$ cat src/rtl/tstcc_pkg.sv
// Package: shared widths and flag-byte bit positions for the zero-test unit.
// Assumes: the flag byte is the low byte of a 16-bit status word.
package tstcc_pkg;
    localparam int SR_W = 16;
    localparam int CCR_W = 8;

    // Bit positions inside the flag byte; neighbouring logic decodes these.
    localparam int BIT_SZ = 7;
    localparam int BIT_L = 6;
    localparam int BIT_E = 5;
    localparam int BIT_U = 4;
    localparam int BIT_N = 3;
    localparam int BIT_Z = 2;
    localparam int BIT_V = 1;
    localparam int BIT_C = 0;

    typedef struct packed {
        logic size_f;
        logic limit_f;
        logic ext_f;
        logic unnorm_f;
        logic neg_f;
        logic zero_f;
        logic ovf_f;
        logic carry_f;
    } ccr_t;
endpackage

$ cat src/rtl/tstcc_src_mux.sv
// Module: tstcc_src_mux
// Picks the accumulator under test. Assumes both inputs are the same width.
module tstcc_src_mux #(
    parameter int ACC_W = 36
) (
    input  logic             sel_i,
    input  logic [ACC_W-1:0] a_i,
    input  logic [ACC_W-1:0] b_i,
    output logic [ACC_W-1:0] acc_o
);
    // Purpose: route A when sel is 0, B when sel is 1.
    always_comb begin
        acc_o = sel_i ? b_i : a_i;
    end
endmodule

$ cat src/rtl/tstcc_flag_eval.sv
// Module: tstcc_flag_eval
// Derives the new flag byte from the tested value, the incoming sticky bits
// and the data-move limit flag. Assumes ACC_W > EXT_W + 2.
module tstcc_flag_eval
    import tstcc_pkg::*;
#(
    parameter int ACC_W = 36,
    parameter int EXT_W = 4
) (
    input  logic [ACC_W-1:0] acc_i,
    input  logic             sz_prev_i,
    input  logic             l_prev_i,
    input  logic             limit_i,
    output ccr_t             ccr_o
);
    localparam int TOP = ACC_W - 1;
    localparam int MSW_TOP = TOP - EXT_W;  // top bit of the upper word
    localparam int RUN_W = EXT_W + 1;      // extension plus the upper-word sign

    logic [RUN_W-1:0] sign_run;

    // Purpose: collect the extension bits together with the upper-word sign bit.
    always_comb begin
        sign_run = acc_i[TOP:MSW_TOP];
    end

    // Purpose: form each flag of the result byte.
    always_comb begin
        ccr_o.size_f = sz_prev_i | (acc_i[MSW_TOP-1] ^ acc_i[MSW_TOP-2]);
        ccr_o.limit_f = l_prev_i | limit_i;
        ccr_o.ext_f = ~((&sign_run) | ~(|sign_run));
        ccr_o.unnorm_f = ~(acc_i[MSW_TOP] ^ acc_i[MSW_TOP-1]);
        ccr_o.neg_f = acc_i[TOP];
        ccr_o.zero_f = ~(|acc_i);
        ccr_o.ovf_f = 1'b0;
        ccr_o.carry_f = 1'b0;
    end
endmodule

$ cat src/rtl/tstcc_unit.sv
// Module: tstcc_unit (top)
// Tests a selected accumulator against zero and registers the updated status
// word on each execute strobe. The mode byte passes through unchanged.
// Assumes: the caller supplies the current status word on sr_i.
module tstcc_unit
    import tstcc_pkg::*;
#(
    parameter int ACC_W = 36,
    parameter int EXT_W = 4
) (
    input  logic             clk,
    input  logic             rst_n,
    input  logic             exec_i,
    input  logic             src_sel_i,
    input  logic [ACC_W-1:0] acc_a_i,
    input  logic [ACC_W-1:0] acc_b_i,
    input  logic             limit_i,
    input  logic [SR_W-1:0]  sr_i,
    output logic [SR_W-1:0]  sr_o
);
    logic [ACC_W-1:0] tested;
    ccr_t             new_ccr;
    logic [SR_W-1:0]  sr_q;

    tstcc_src_mux #(.ACC_W(ACC_W)) u_mux (
        .sel_i (src_sel_i),
        .a_i   (acc_a_i),
        .b_i   (acc_b_i),
        .acc_o (tested)
    );

    tstcc_flag_eval #(.ACC_W(ACC_W), .EXT_W(EXT_W)) u_eval (
        .acc_i     (tested),
        .sz_prev_i (sr_i[BIT_SZ]),
        .l_prev_i  (sr_i[BIT_L]),
        .limit_i   (limit_i),
        .ccr_o     (new_ccr)
    );

    // Purpose: status register; loads on strobe, holds otherwise.
    always_ff @(posedge clk) begin
        if (!rst_n) begin
            sr_q <= '0;
        end else if (exec_i) begin
            sr_q <= {sr_i[SR_W-1:CCR_W], new_ccr};
        end
    end

    assign sr_o = sr_q;
endmodule

$ cat config.mk
export PLATFORM = sky130hd
export DESIGN_NAME = tstcc_unit
export DESIGN_NICKNAME = d
export VERILOG_FILES = /design/src/rtl/tstcc_pkg.sv /design/src/rtl/tstcc_src_mux.sv /design/src/rtl/tstcc_flag_eval.sv /design/src/rtl/tstcc_unit.sv
export SDC_FILE = /design/constraint.sdc
export NUM_CORES = 1
export LEC_CHECK = 0
export BUFFER_PORTS_ARGS = -buffer_cell sky130_fd_sc_hd__buf_4
export CORE_MARGIN = 10
export CORE_UTILIZATION = 26
export CTS_CLUSTER_SIZE = 25
export DETAILED_ROUTE_END_ITERATION = 10
export GPL_ROUTABILITY_DRIVEN = 1
export PLACE_DENSITY = 0.67
export SLEW_MARGIN = 20
export SYNTH_ARGS = -nofsm -noshare
export SYNTH_HDL_FRONTEND = slang
export SYNTH_SLANG_ARGS = --single-unit
$ cat constraint.sdc
create_clock -name clk -period 1.9 [get_ports clk]
set_input_delay 0.095 -clock clk [delete_from_list [all_inputs] [get_ports clk]]
set_output_delay 0.095 -clock clk [all_outputs]
set_load 0.02 [all_outputs]
==> impl_metrics.toml, run 1 <==
[status]
outcome = "finished, final reports clean"

[cts]
holdBufCountCts = 0
insertion_delay_ns = 0.28
cts_max_path_buffers = 2
cts_max_level = 1
cts_made_buffers = 3
cts_tree = "done"
path_clk_slew_ns = 0.09
cts-root-buf = "clkbuf_4"
cts_sinks = 14
cts_resized = 0
postCtsSetupRepairBufs = 0

[sta]
finalClockSkew_ns = 0
rsz0062_at_grt = "no"
finalSetupTns_ns = 0
timing.fmax_mhz = 816
setup_viol = 0
period_minus_slack_ns = 1.23
hold_viol_final = 0
holdWs_ns = 0.0720
drv_slew = 0
finalCritPeriodShare_pct = 64.5

[yosys]
synthTopCellsByArea = "dfxtp_1 33%, mux2i_1 14%, nor2b_1 5.9%"
synth.distinct_cells = 29
synth_seq_cells = 14
yosysWarnings = 0
synth_edf_count = 0
synth_common_cells = "14 x dfxtp_1, 12 x mux2i_1, 8 x nor2b_1"
yosysTopAreaCell = "dfxtp_1"
synth_flop_cell = "dfxtp_1"
async_reset_ff_share_pct = 0
synth.most_common_cell = "dfxtp_1"
yosysSeqAreaShare_pct = 33.1
synth_area_um2 = 846
syn-instance-count = 89
avgSynthCellArea_um2 = 9.50
yosys.area.top_type_share_pct = 33.1

[pwr]
power_leakage_nw = 0.820
ir_worst_vdd_mv = 0.264
p_total_uw = 803
powerDensity_nw_per_um2 = 484

[critical_path]
arrival_ns = 1.42
cp-end-kind = "flop"
critPathLaunchType = "input pin"
worst-path-max-fanout = 1
critPathMaxStageDelay_ns = 0.52
cp_cell_sequence = "buf_4 > or4_4 > nor4_2 > and4b_1 > a31oi_1 > o41ai_2"
slowest_stage = "or4_4"
crit_type = "in2reg"
required_ns = 2.09

[global_routing]
grt_pass1_vias = 1117
grt_antenna_before_repair = 0
grt_overflow_total = 0
grt_util_all_layers_pct = 12.9
grt_pass1_wl_mm = 6.24
grt_max_degree = 21

[cells_and_area]
final_util_pct = 53.9
fill_cells = 298
antenna_cells = 0
layout-drive-gt1-share_pct = 58.5
largest_register_ffs = 14
final_area_um2 = 1660
area_growth_pct = 96.3
nets = 283

[floorplanning]
die_x_um = 77.0
start_util_pct = 27.5
die-area_um2 = 5930
ioPinCount = 109
die_h_um = 77.0
core_um2 = 3080
rows = 20

[detailed_routing]
drtPass1Iterations = 4
vias_per_cell = 4.73
wl_per_cell_um = 17.8
drc_errors = 0
drt_wl_total_mm = 4.12
num_vias = 1098
antenna_left = 0
drt_iter0_markers = 39

[worst_hold_path]
hold_path.class = "in2reg"

[place]
io_buffers = 100
gp_congestion = 0.795
placed_area_um2 = 1620
dp_hpwl_mm = 3.66

[run]
drv_cap = 0
-- placed cells by master (no fill, tap or decap) --
cell type and instances:
nor4_4 2, a31oi_1 2, o211a_1 2, and4b_1 1, clkbuf_8 1, a21oi_1 4
o21ai_0 2, clkbuf_4 3, buf_4 100, or4_4 1, nor4_2 1, nand4_1 4
conb_1 2, nor4b_1 1, inv_1 1, or4_1 3, nor2b_1 8, nor4_1 7
mux2i_1 12, nor3_1 3, o41ai_2 1, mux4_2 1, ha_1 1, xor2_1 1
nand3b_1 1, o21ai_1 1, nand2_1 3, dfxtp_1 14, nor2_1 5
-- routing by layer --
metal	GRT usage [%]	vias to the layer above	wire length [um]
li1	-	536	-
met1	13.6	485	1550
met2	24.0	69	2170
met3	4.78	8	326
met4	2.55	0	63
met5	0	-	0
-- worst max-delay path, delay by kind of cell --
kind / cells / cell delay, ns
compound gates: 2 / 0.35
simple gates: 3 / 0.86
buf+inv: 1 / 0.11
-- through the flow --
step	std cells	setup slack (ns)
after floorplan	90	0.553
after CTS	232	0.672
after global routing	232	0.646
after detailed placement	228	0.364
final	232	0.675
after global placement	228	0.382
-- area by class of cell --
cell class / count / area, um^2 / area share [%]
repair buffers: 100 / 751 / 45.2
multi-input cells: 69 / 534 / 32.2
flip-flops and latches: 14 / 280 / 16.9
well taps: 44 / 55.1 / 3.32
clock buffers: 4 / 36.3 / 2.19
inverters: 1 / 3.75 / 0.226
-- kinds of logic after synthesis --
family                   count (synthesis)  synth area share [%]
AND/OR/NAND/NOR                         40                  33.0
flip-flops                              14                  33.1
multiplexers                            13                  16.9
AO/OA/AOI/OAI                           12                  9.91
buffers and inverters                    7                  4.14
adder cells (fa/ha/maj)                  1                  1.48
other                                    1                 0.443
XOR/XNOR                                 1                  1.04
-- final timing paths --
check	startpoint	endpoint	slack, ns	cells after the start
worst max-delay path	acc_b_i[9]	sr_o[2]$_SDFFE_PN0P_	0.67	6
worst min-delay path	sr_i[8]	sr_o[8]$_SDFFE_PN0P_	0.07	3
worst max register to register	sr_o[4]$_SDFFE_PN0P_	sr_o[4]$_SDFFE_PN0P_	1.28	1
worst min register to register	sr_o[3]$_SDFFE_PN0P_	sr_o[3]$_SDFFE_PN0P_	0.50	1
-- report_power, final --
part           switching [mW]  leakage (nW)  internal (mW)  total, mW
sequential            0.00943         0.116          0.312      0.321
combinational           0.103         0.683          0.168      0.271
clock                  0.0943        0.0210          0.116      0.211
total                   0.207         0.820          0.596      0.803
No activity file was read; power rests on OpenSTA's default activity.
==> run 2, diff against run 1 <==
Settings changed: PLACE_DENSITY 0.67 to 0.7.
Clock period 1.9 ns to 1.09 ns, I/O delays scaled along.
==> run 2 against run 1 <==
The run now ends with negative setup slack left. Sequential share of layout area decreased by 0.85 points. Register-to-register slack got worse by 0.85 ns. Wire length decreased by 2.5%. Via count decreased by 2.0%. Combinational power increased by 87%. Highest routed layer unchanged. Critical endpoint is now sr_o[5]$_SDFFE_PN0P_. Clock skew unchanged. Design area increased by 5.3%. Count of clock-buffer cells in the layout unchanged.
==> impl_metrics.toml, run 2 (synthesis results as in run 1) <==
[critical_path]
worst-path-stages = 5
endpoint = "sr_o[5]$_SDFFE_PN0P_"
timing.rr.start = "sr_o[5]$_SDFFE_PN0P_"
r2r-end = "sr_o[5]$_SDFFE_PN0P_"
crit_type = "in2reg"
required_ns = 1.26
arrival_ns = 1.26
worst-path-max-fanout = 2
slowest_stage = "or4_4"
path_delay_family = "simple AND/OR/NAND/NOR gates"
reg2regPathDepth = 2
timing.critical_path.buf_inv = 2
rrSetupSlack_ns = 0.43
critPathLaunchType = "input pin"
critPathMaxStageDelay_ns = 0.52
startpoint = "acc_b_i[32]"
cp-end-kind = "flop"
cp_cell_sequence = "buf_6 > or4_4 > mux4_2 > inv_2 > a21oi_2"

[cts]
insertion_delay_ns = 0.28
cts_max_level = 1
holdBufCountCts = 0
cts-root-buf = "clkbuf_4"
cts_made_buffers = 3
cts_tree = "done"
cts_max_path_buffers = 2
path_clk_slew_ns = 0.09
postCtsSetupRepairBufs = 0
cts_sinks = 14

[global_routing]
met2_usage_pct = 25.1
grt_busiest_layer = "met2"
grt_use_met3_pct = 4.78
grt_antenna_before_repair = 0
grt_pass1_wl_mm = 6.18
grt_overflow_total = 0
grt_util_all_layers_pct = 12.9
grt_pass1_vias = 1215
gr-usage-met1_pct = 12.7
grt_max_degree = 21

[floorplanning]
die-area_um2 = 5930
die_h_um = 77.0
core_um2 = 3080
die_x_um = 77.0
ioPinCount = 109
start_util_pct = 27.5
rows = 20

[place]
place_inst = 234
gp_congestion = 0.927
dp_hpwl_mm = 3.61
placed_area_um2 = 1670
place_ws_ns = -0.329
io_buffers = 100

[run]
drv_cap = 0

[detailed_routing]
num_vias = 1076
antenna_left = 0
drt_iter0_markers = 17
drt_wl_total_mm = 4.01
vias_per_cell = 4.52
wl_per_cell_um = 16.9
drtPass1Iterations = 4
drc_errors = 0

[sta]
timing.fmax_mhz = 916
finalClockSkew_ns = 0
finalCritPeriodShare_pct = 100
hold_viol_final = 0
fin_ws_ns = -0.00130
period_minus_slack_ns = 1.09
rsz0062_at_grt = "yes"
drv_slew = 0
setup_viol = 1

[cells_and_area]
largest_register_ffs = 14
antenna_cells = 0
final_area_um2 = 1750
area_growth_pct = 107
nets = 289
final_common_cell = "buf_4"
layout-drive-gt1-share_pct = 62.9
fin_cells = 238
final_cell_mix = "101 x buf_4, 14 x dfxtp_1, 12 x mux2i_1"
final_util_pct = 56.8

[pwr]
power_leakage_nw = 0.856
ir_worst_vdd_mv = 0.799
powerDensity_nw_per_um2 = 822
p_total_mw = 1.44

[worst_hold_path]
hold_path.class = "in2reg"
worstHoldStart = "sr_i[11]"

[status]
outcome = "complete, but fails checks"
failed_checks = "negative setup slack"
[run 2: changes by cell type in the layout (fill, tap and decap cells not counted), moves of 2 or more]
cell / before / now
nor4_2: 1 / 3
or4_1: 3 / 1
or4_4: 1 / 3
nor4_1: 7 / 5
buf_6: 0 / 5
[run 2: what timing repair did]
action                                  4_1_cts  5_1_grt
resized for setup                             7        3
pin swaps                                     3        2
endpoints found under the setup margin        2        2
[run 2: tightest hold or removal path: stages]
cell,delay [ns]
buf_4,0.08
mux2i_1,0.05
nor2b_1,0.09
[run 2: metal layers]
| metal | up-vias | part of all wire [%] |
|---|---|---|
| li1 | 544 | - |
| met1 | 496 | 35 |
| met2 | 34 | 59 |
| met3 | 2 | 5.0 |
| met4 | 0 | 0.67 |
| met5 | - | 0 |
[run 2: cell type report]
cell class / count / area (um^2)
multi-input combinational: 69 / 558
timing repair buffer: 106 / 815
tap: 44 / 55.1
fill: 302 / 1330
sequential: 14 / 280
clock buffer: 4 / 36.3
inverter: 1 / 3.75
[run 2: worst min-delay path by stage]
stage                     slack (ns)                    end  cells past startpoint
after global routing            0.03  sr_o[14]$_SDFFE_PN0P_                      3
after CTS                       0.02   sr_o[8]$_SDFFE_PN0P_                      3
final                           0.03  sr_o[11]$_SDFFE_PN0P_                      3
after floorplan                 0.18  sr_o[10]$_SDFFE_PN0P_                      1
after global placement          0.32   sr_o[6]$_SDFFE_PN0P_                      3
after detailed placement        0.32   sr_o[8]$_SDFFE_PN0P_                      3
[run 2: metrics by stage]
step	TNS (ns)	hold WS (ns)
2_1_floorplan	-0.282	0.183
3_3_place_gp	-0.610	0.316
3_5_place_dp	-0.717	0.323
4_1_cts	0	0.0193
5_1_grt	-0.00146	0.0293
6_report	-0.00130	0.0304
[run 2: power by group]
| group | switching, mW | internal (mW) |
|---|---|---|
| clock network | 0.168 | 0.203 |
| registers | 0.0166 | 0.544 |
| logic | 0.190 | 0.316 |
